File: src/rtl/tmr_pkg.sv
package tmr_pkg;

  typedef enum logic [2:0] {
    MD_TERM     = 3'd0,
    MD_ONESHOT  = 3'd1,
    MD_RATE     = 3'd2,
    MD_SQUARE   = 3'd3,
    MD_SWSTROBE = 3'd4,
    MD_HWSTROBE = 3'd5
  } tmr_mode_e;

  // Per-mode start and gating properties
  typedef struct packed {
    logic load_start;   // a count write starts counting
    logic edge_start;   // a gate rising edge (re)starts counting
    logic level_gated;  // gate low holds the count
  } tmr_attr_t;

  // Codes 6 and 7 alias the periodic modes 2 and 3
  function automatic tmr_mode_e fold_mode(input logic [2:0] code);
    return tmr_mode_e'((code > 3'd5) ? (code - 3'd4) : code);
  endfunction

endpackage

File: src/rtl/tmr_count_dec.sv
module tmr_count_dec #(
  parameter int DIGITS = 4
) (
  input  logic [4*DIGITS-1:0] val,
  input  logic                bcd,
  output logic [4*DIGITS-1:0] nxt
);
  localparam int CW = 4 * DIGITS;
  localparam logic [CW-1:0] ONE = CW'(1);

  logic [DIGITS:0]   borrow;
  logic [CW-1:0]     dec_bcd;
  logic [CW-1:0]     dec_bin;

  assign borrow[0] = 1'b1;

  for (genvar i = 0; i < DIGITS; i++) begin : g_digit
    logic [3:0] dig;
    assign dig = val[4*i +: 4];
    assign dec_bcd[4*i +: 4] = !borrow[i]     ? dig  :
                               (dig == 4'd0)  ? 4'd9 : 4'(dig - 4'd1);
    assign borrow[i+1] = borrow[i] & (dig == 4'd0);
  end

  assign dec_bin = val - ONE;
  assign nxt     = bcd ? dec_bcd : dec_bin;

endmodule

File: src/rtl/tmr_gate_edge.sv
module tmr_gate_edge (
  input  logic clk,
  input  logic rst_n,
  input  logic gate,
  output logic rise
);
  logic gate_q;

  always_ff @(posedge clk or negedge rst_n) begin
    if (!rst_n) gate_q <= 1'b0;
    else        gate_q <= gate;
  end

  assign rise = gate & ~gate_q;

endmodule

File: src/rtl/tmr_mode_attr.sv
module tmr_mode_attr
  import tmr_pkg::*;
(
  input  tmr_mode_e mode,
  output tmr_attr_t attr
);
  always_comb begin
    unique case (mode)
      MD_TERM, MD_SWSTROBE: attr = '{load_start: 1'b1, edge_start: 1'b0, level_gated: 1'b1};
      MD_ONESHOT, MD_HWSTROBE: attr = '{load_start: 1'b0, edge_start: 1'b1, level_gated: 1'b0};
      MD_RATE, MD_SQUARE:   attr = '{load_start: 1'b1, edge_start: 1'b1, level_gated: 1'b0};
      default:              attr = '{load_start: 1'b0, edge_start: 1'b0, level_gated: 1'b0};
    endcase
  end

endmodule

File: src/rtl/interval_counter_channel.sv
module interval_counter_channel
  import tmr_pkg::*;
#(
  parameter int DIGITS = 4
) (
  input  logic                clk,
  input  logic                rst_n,
  input  logic                tick,
  input  logic                mode_wr,
  input  logic [2:0]          mode_sel,
  input  logic                bcd_sel,
  input  logic                load_valid,
  output logic                load_ready,
  input  logic [4*DIGITS-1:0] load_data,
  input  logic                gate,
  output logic                out_o,
  output logic [4*DIGITS-1:0] count_o
);
  localparam int CW = 4 * DIGITS;
  localparam logic [CW-1:0] ONE = CW'(1);
  localparam logic [CW-1:0] TWO = CW'(2);

  tmr_mode_e     mode_q;
  tmr_attr_t     attr;
  logic          bcd_q;
  logic [CW-1:0] init_q;
  logic [CW-1:0] cnt_q;
  logic          run_q;
  logic          out_q;
  logic          fired_q;   // strobe already issued since the last start
  logic          hold_q;    // extra high tick of an odd square-wave period
  logic [CW-1:0] dec1;
  logic [CW-1:0] dec2;
  logic [CW-1:0] load_even;
  logic [CW-1:0] init_even;
  logic          gate_rise;
  logic          step;

  tmr_count_dec #(.DIGITS(DIGITS)) u_dec1 (.val(cnt_q), .bcd(bcd_q), .nxt(dec1));
  tmr_count_dec #(.DIGITS(DIGITS)) u_dec2 (.val(dec1),  .bcd(bcd_q), .nxt(dec2));

  tmr_gate_edge u_gate (.clk(clk), .rst_n(rst_n), .gate(gate), .rise(gate_rise));

  tmr_mode_attr u_attr (.mode(mode_q), .attr(attr));

  assign load_even = {load_data[CW-1:1], 1'b0};
  assign init_even = {init_q[CW-1:1], 1'b0};
  assign step      = run_q & tick & (~attr.level_gated | gate);

  always_ff @(posedge clk or negedge rst_n) begin
    if (!rst_n) begin
      mode_q  <= MD_TERM;
      bcd_q   <= 1'b0;
      init_q  <= '0;
      cnt_q   <= '0;
      run_q   <= 1'b0;
      out_q   <= 1'b0;
      fired_q <= 1'b0;
      hold_q  <= 1'b0;
    end else if (mode_wr) begin
      mode_q  <= fold_mode(mode_sel);
      bcd_q   <= bcd_sel;
      cnt_q   <= '0;
      run_q   <= 1'b0;
      out_q   <= (fold_mode(mode_sel) != MD_TERM);
      fired_q <= 1'b0;
      hold_q  <= 1'b0;
    end else if (load_valid) begin
      init_q <= load_data;
      if (attr.load_start) begin
        cnt_q   <= (mode_q == MD_SQUARE) ? load_even : load_data;
        run_q   <= 1'b1;
        out_q   <= (mode_q != MD_TERM);
        fired_q <= 1'b0;
        hold_q  <= 1'b0;
      end
    end else if (gate_rise && attr.edge_start) begin
      cnt_q   <= (mode_q == MD_SQUARE) ? init_even : init_q;
      run_q   <= 1'b1;
      out_q   <= (mode_q != MD_ONESHOT);
      fired_q <= 1'b0;
      hold_q  <= 1'b0;
    end else if (step) begin
      unique case (mode_q)
        MD_RATE: begin
          if (cnt_q == ONE) begin
            cnt_q <= init_q;
            out_q <= 1'b0;
          end else begin
            cnt_q <= dec1;
            out_q <= 1'b1;
          end
        end
        MD_SQUARE: begin
          if (hold_q) begin
            hold_q <= 1'b0;
            out_q  <= 1'b0;
            cnt_q  <= init_even;
          end else if (cnt_q == TWO) begin
            if (out_q && init_q[0]) begin
              hold_q <= 1'b1;
              cnt_q  <= dec2;
            end else begin
              out_q <= ~out_q;
              cnt_q <= init_even;
            end
          end else begin
            cnt_q <= dec2;
          end
        end
        MD_SWSTROBE, MD_HWSTROBE: begin
          cnt_q <= dec1;
          if (cnt_q == ONE && !fired_q) begin
            out_q   <= 1'b0;
            fired_q <= 1'b1;
          end else begin
            out_q <= 1'b1;
          end
        end
        default: begin  // terminal flag and gate-triggered one-shot
          cnt_q <= dec1;
          if (cnt_q == ONE) out_q <= 1'b1;
        end
      endcase
    end
  end

  assign load_ready = 1'b1;
  assign out_o      = out_q;
  assign count_o    = cnt_q;

endmodule

File: config.mk
export PLATFORM = sky130hd
export DESIGN_NAME = interval_counter_channel
export DESIGN_NICKNAME = d
export VERILOG_FILES = /design/src/rtl/tmr_pkg.sv /design/src/rtl/tmr_count_dec.sv /design/src/rtl/tmr_gate_edge.sv /design/src/rtl/tmr_mode_attr.sv /design/src/rtl/interval_counter_channel.sv
export SDC_FILE = /design/constraint.sdc
export NUM_CORES = 1
export LEC_CHECK = 0
export ABC_AREA = 1
export BUFFER_PORTS_ARGS = -buffer_cell sky130_fd_sc_hd__buf_2
export CORE_ASPECT_RATIO = 1.25
export CORE_UTILIZATION = 55
export DETAILED_ROUTE_END_ITERATION = 7
export GPL_ROUTABILITY_DRIVEN = 0
export PLACE_DENSITY_LB_ADDON = 0.2
export REMOVE_ABC_BUFFERS = 1
export SLEW_MARGIN = 30
export SYNTH_ARGS = -nofsm -noshare
export SYNTH_HDL_FRONTEND = slang
export SYNTH_SLANG_ARGS = --single-unit
File: constraint.sdc
create_clock -name clk -period 2.6 [get_ports clk]
set_input_delay 0.39 -clock clk [delete_from_list [all_inputs] [get_ports clk]]
set_output_delay 0.39 -clock clk [all_outputs]
set_load 0.01 [all_outputs]
==> flow_metrics.env <==
export IMPL_io_buffers=42
export IMPL_worst_slew_pin_slew_ns=0.5999
export IMPL_initial_core_util_pct=58.07
export IMPL_antenna_found_initial=0
export IMPL_switching_share_pct=48.37
export IMPL_drc=0
export IMPL_h_tree_depth=2
export IMPL_power_density_mw_per_mm2=584.7
export IMPL_synthCells=698
export IMPL_power_leakage_nw=2.566
export IMPL_rows=34
export IMPL_vias=5118
export IMPL_fp_dieH_um=98.83
export IMPL_grt_pass1_vias=4589
export IMPL_fin_worst_skew_ns=0.005307
export IMPL_arrival_ns=2.74
export IMPL_die_w_um=79.46
export IMPL_finish_net_count=803
export IMPL_dp_cells=846
export IMPL_setup_worst_path_end="count_o[9]"
export IMPL_die_area_mm2=0.007853
export IMPL_grt_first_pass_wirelength_um=21640
export IMPL_ff2ff_setup_slack_ns=0.03
export IMPL_wirelength_um=13640
export IMPL_vias_per_cell=5.944
export IMPL_area_growth_pct=19.44
export IMPL_cp_num_cells=15
export IMPL_crit_top_cell="nand2_1"
export IMPL_startpoint_type="flip-flop"
export IMPL_dpl_cell_area_mm2=0.004657
export IMPL_gr_total_overflow=0
export IMPL_hold_class="primary input to async pin"
export IMPL_cp_max_fo=8
export IMPL_p_sw_w=0.001393
export IMPL_status="completed"
export IMPL_final_cells=861
export IMPL_period_needed_ns=2.569
export IMPL_hold_viol=0
export IMPL_numCtsBuffers=5
export IMPL_cp_num_buf_inv=1
export IMPL_dp_hpwl_um=9927
export IMPL_drive_gt1_share_pct=21.66
export IMPL_postCtsHoldBufs=0
export IMPL_clock_power_share_pct=15.1
export IMPL_cts_sinks=41
export IMPL_ys_types=40
export IMPL_cp_slowest_cell="dfrtp_1"
export IMPL_n_antenna_cell=0
export IMPL_clock_latency_ns=0.30
export IMPL_relSlewSlack_pct=59.96
export IMPL_setup_violations=0
export IMPL_fmax_mhz=389.3
export IMPL_clk_path_buf_depth=2
export IMPL_ioPinCount=44
export IMPL_ir_drop_uv=362.8
export IMPL_timing_rr_end="count_o[9]"
export IMPL_routedWlPerCell_um=15.84
export IMPL_ant_nets=0
export IMPL_fin_crit_sh_pct=98.80
export IMPL_cp_top_family="simple AND/OR/NAND/NOR gates"
export IMPL_final_area_mm2=0.004927
export IMPL_ys_seq_area_share_pct=24.87
export IMPL_cts_tree="yes"
export IMPL_p_comb_share_pct=56.7
export IMPL_dr_pass1_iters=6
export IMPL_grt_max_degree=42
export IMPL_root_buffer="clkbuf_8"
export IMPL_cap_viol_max_count=0
export IMPL_yosys_register_bits=41
export IMPL_tns_ns=0
export IMPL_p_int_w=0.001487
export IMPL_synth_top_area_share_pct=24.87
export IMPL_seqPwrFrac_pct=28.2
export IMPL_criticalPathCategory="flip-flop to flip-flop"
export IMPL_grt_usage_pct=35.12
export IMPL_slew_viol_final=0
export IMPL_critPathLaunch="bcd_q"
export IMPL_cp_cell_sequence="inv_1, nand4_1, nand2_1, nand3_1, nand2_1, nor2_1, nand2_1, o21ai_0, o211ai_1, nand3_1, nand2_1, nand2_1, nand2_1, nand2_1, a21oi_1"
export IMPL_cpPeakStageDelay_ns=0.61
export IMPL_ys_top_cells_by_area="dfrtp_1 25%, nand2_1 20%, inv_1 7.6%"
export IMPL_synth_largest_area_cell="dfrtp_1"
export IMPL_synth_cell_area_mm2=0.004125
export IMPL_r2r_start="bcd_q"
export IMPL_synth_warnings=0
export IMPL_clkSlewWorstSetupHoldPaths_ns=0.09
export IMPL_endpoint_kind="flip-flop"
export IMPL_coreArea_mm2=0.007104
export IMPL_holdWs_ns=0.08019
export IMPL_required_ns=2.78
export IMPL_avgSynthCellArea_um2=5.910
export IMPL_rr_worst_depth=15
export IMPL_drt_iter0_markers=680
==> registers in the layout, indices dropped and copies added, names as in the netlist <==
register       cells
count_o           16
init_q            16
mode_q             3
bcd_q              1
fired_q            1
hold_q             1
out_o              1
run_q              1
u_gate.gate_q      1
==> layer usage <==
metal | track usage [%] | up-vias | part of all wire, %
met5 | 0 | - | 0
met2 | 56.02 | 347 | 46
met4 | 17.34 | 0 | 4.7
met3 | 4.167 | 65 | 9.7
li1 | - | 2413 | -
met1 | 46.63 | 2293 | 39
==> synthesized netlist by cell type <==
| cell | count |
|---|---|
| nand2_4 | 3 |
| o211ai_1 | 6 |
| buf_4 | 2 |
| clkbuf_1 | 15 |
| nand3_1 | 58 |
| conb_1 | 1 |
| a31oi_1 | 4 |
| nor3_1 | 7 |
| inv_2 | 8 |
| o21ai_2 | 1 |
| o221ai_1 | 3 |
| a41oi_1 | 1 |
| xor2_1 | 4 |
| and3_1 | 1 |
| buf_2 | 7 |
| dfrtp_1 | 41 |
| xor2_4 | 1 |
| o21ai_0 | 48 |
| nand4_1 | 14 |
| o22ai_1 | 1 |
| nor2_1 | 69 |
| nand2_2 | 6 |
| nand3_2 | 1 |
| o2bb2ai_1 | 1 |
| nor3_2 | 1 |
| o21ai_1 | 4 |
| nor4_1 | 1 |
| a21oi_2 | 1 |
| ha_1 | 7 |
| a21oi_1 | 55 |
| xnor2_1 | 1 |
| nor2_2 | 4 |
| inv_1 | 83 |
| nor2_4 | 6 |
| nand2_1 | 216 |
| nand3b_1 | 1 |
| a22oi_1 | 9 |
| a221oi_1 | 3 |
| nor2_8 | 1 |
| o31ai_1 | 2 |
==> metrics by stage <==
stage / power (W) / utilization, % / worst slack, ns
after floorplan: 0.001776 / - / -0.008392
after global placement: 0.002247 / 65.55 / -0.07716
after detailed placement: 0.002283 / 65.55 / -0.1146
after CTS: 0.002724 / 66.96 / 0.003761
after global routing: 0.003070 / 69.36 / -0.1390
final: 0.002881 / 69.36 / 0.03119
==> worst min-delay path by stage <==
stage	slack, ns	end	depth (start not counted)
2_1_floorplan	0.09	bcd_q	0
3_3_place_gp	0.48	run_q	2
3_5_place_dp	0.49	fired_q	2
4_1_cts	0.23	u_gate.gate_q	1
5_1_grt	0.11	init_q[2]	1
6_report	0.08	init_q[5]	1
==> kinds of logic after synthesis <==
group	Yosys count	share of synthesized area (%)
other cells	1	0.09090
compound gates	139	18.96
simple gates	389	41.37
xor+xnor	6	1.729
fa+ha+maj	7	2.123
buf+inv	115	10.86
flops	41	24.87
==> power groups by stage <==
stage                     Sequential (W)  Clock [W]  Combinational [W]
after detailed placement        0.000811          0            0.00147
after global routing            0.000821   0.000458            0.00179
after global placement          0.000808          0            0.00144
final                           0.000812   0.000434            0.00163
after CTS                       0.000798   0.000440            0.00149
after floorplan                 0.000852          0           0.000925
==> cells in the final DEF, fill, tap and decap left out, types with 4 or more instances in the layout <==
cell type | netlist | layout
o21ai_0 | 48 | 48
a22oi_1 | 9 | 9
a31oi_1 | 4 | 4
clkbuf_8 | 0 | 5
dfrtp_1 | 41 | 37
nand4_1 | 14 | 14
o21ai_1 | 4 | 4
inv_2 | 8 | 12
buf_4 | 2 | 47
nor2_4 | 6 | 10
a21oi_1 | 55 | 55
ha_1 | 7 | 6
nor3_1 | 7 | 7
nand2_1 | 216 | 205
inv_1 | 83 | 79
o211ai_1 | 6 | 6
nand3_2 | 1 | 5
nor2_1 | 69 | 56
dfrtp_2 | 0 | 4
nor2_2 | 4 | 13
nand2_4 | 3 | 4
nand3_1 | 58 | 54
nand2_2 | 6 | 16
buf_2 | 7 | 41
==> final cells by class <==
| cell class | count | area [µm²] |
|---|---|---|
| inverter | 91 | 341.6 |
| clock inverter | 2 | 15.01 |
| tap | 90 | 112.6 |
| multi-input combinational | 542 | 2776 |
| fill | 639 | 2177 |
| clock buffer | 6 | 72.57 |
| sequential | 41 | 1031 |
| timing repair buffer | 89 | 578.1 |
==> worst reg2reg max path, delay by kind of cell, from the launching register on <==
| family | cells | cell delay [ns] |
|---|---|---|
| AOI/OAI and AO/OA | 3 | 0.52 |
| DFF | 1 | 0.61 |
| buffers and inverters | 1 | 0.15 |
| and+or+nand+nor | 11 | 1.16 |
==> what timing repair did <==
| action | in CTS | in global routing |
|---|---|---|
| gates resized for setup | 3 | 40 |
| buffers inserted | 0 | 7 |
| setup endpoints to repair | 6 | 14 |
| pin swaps | 0 | 9 |
(Power assumes the default switching activity.)
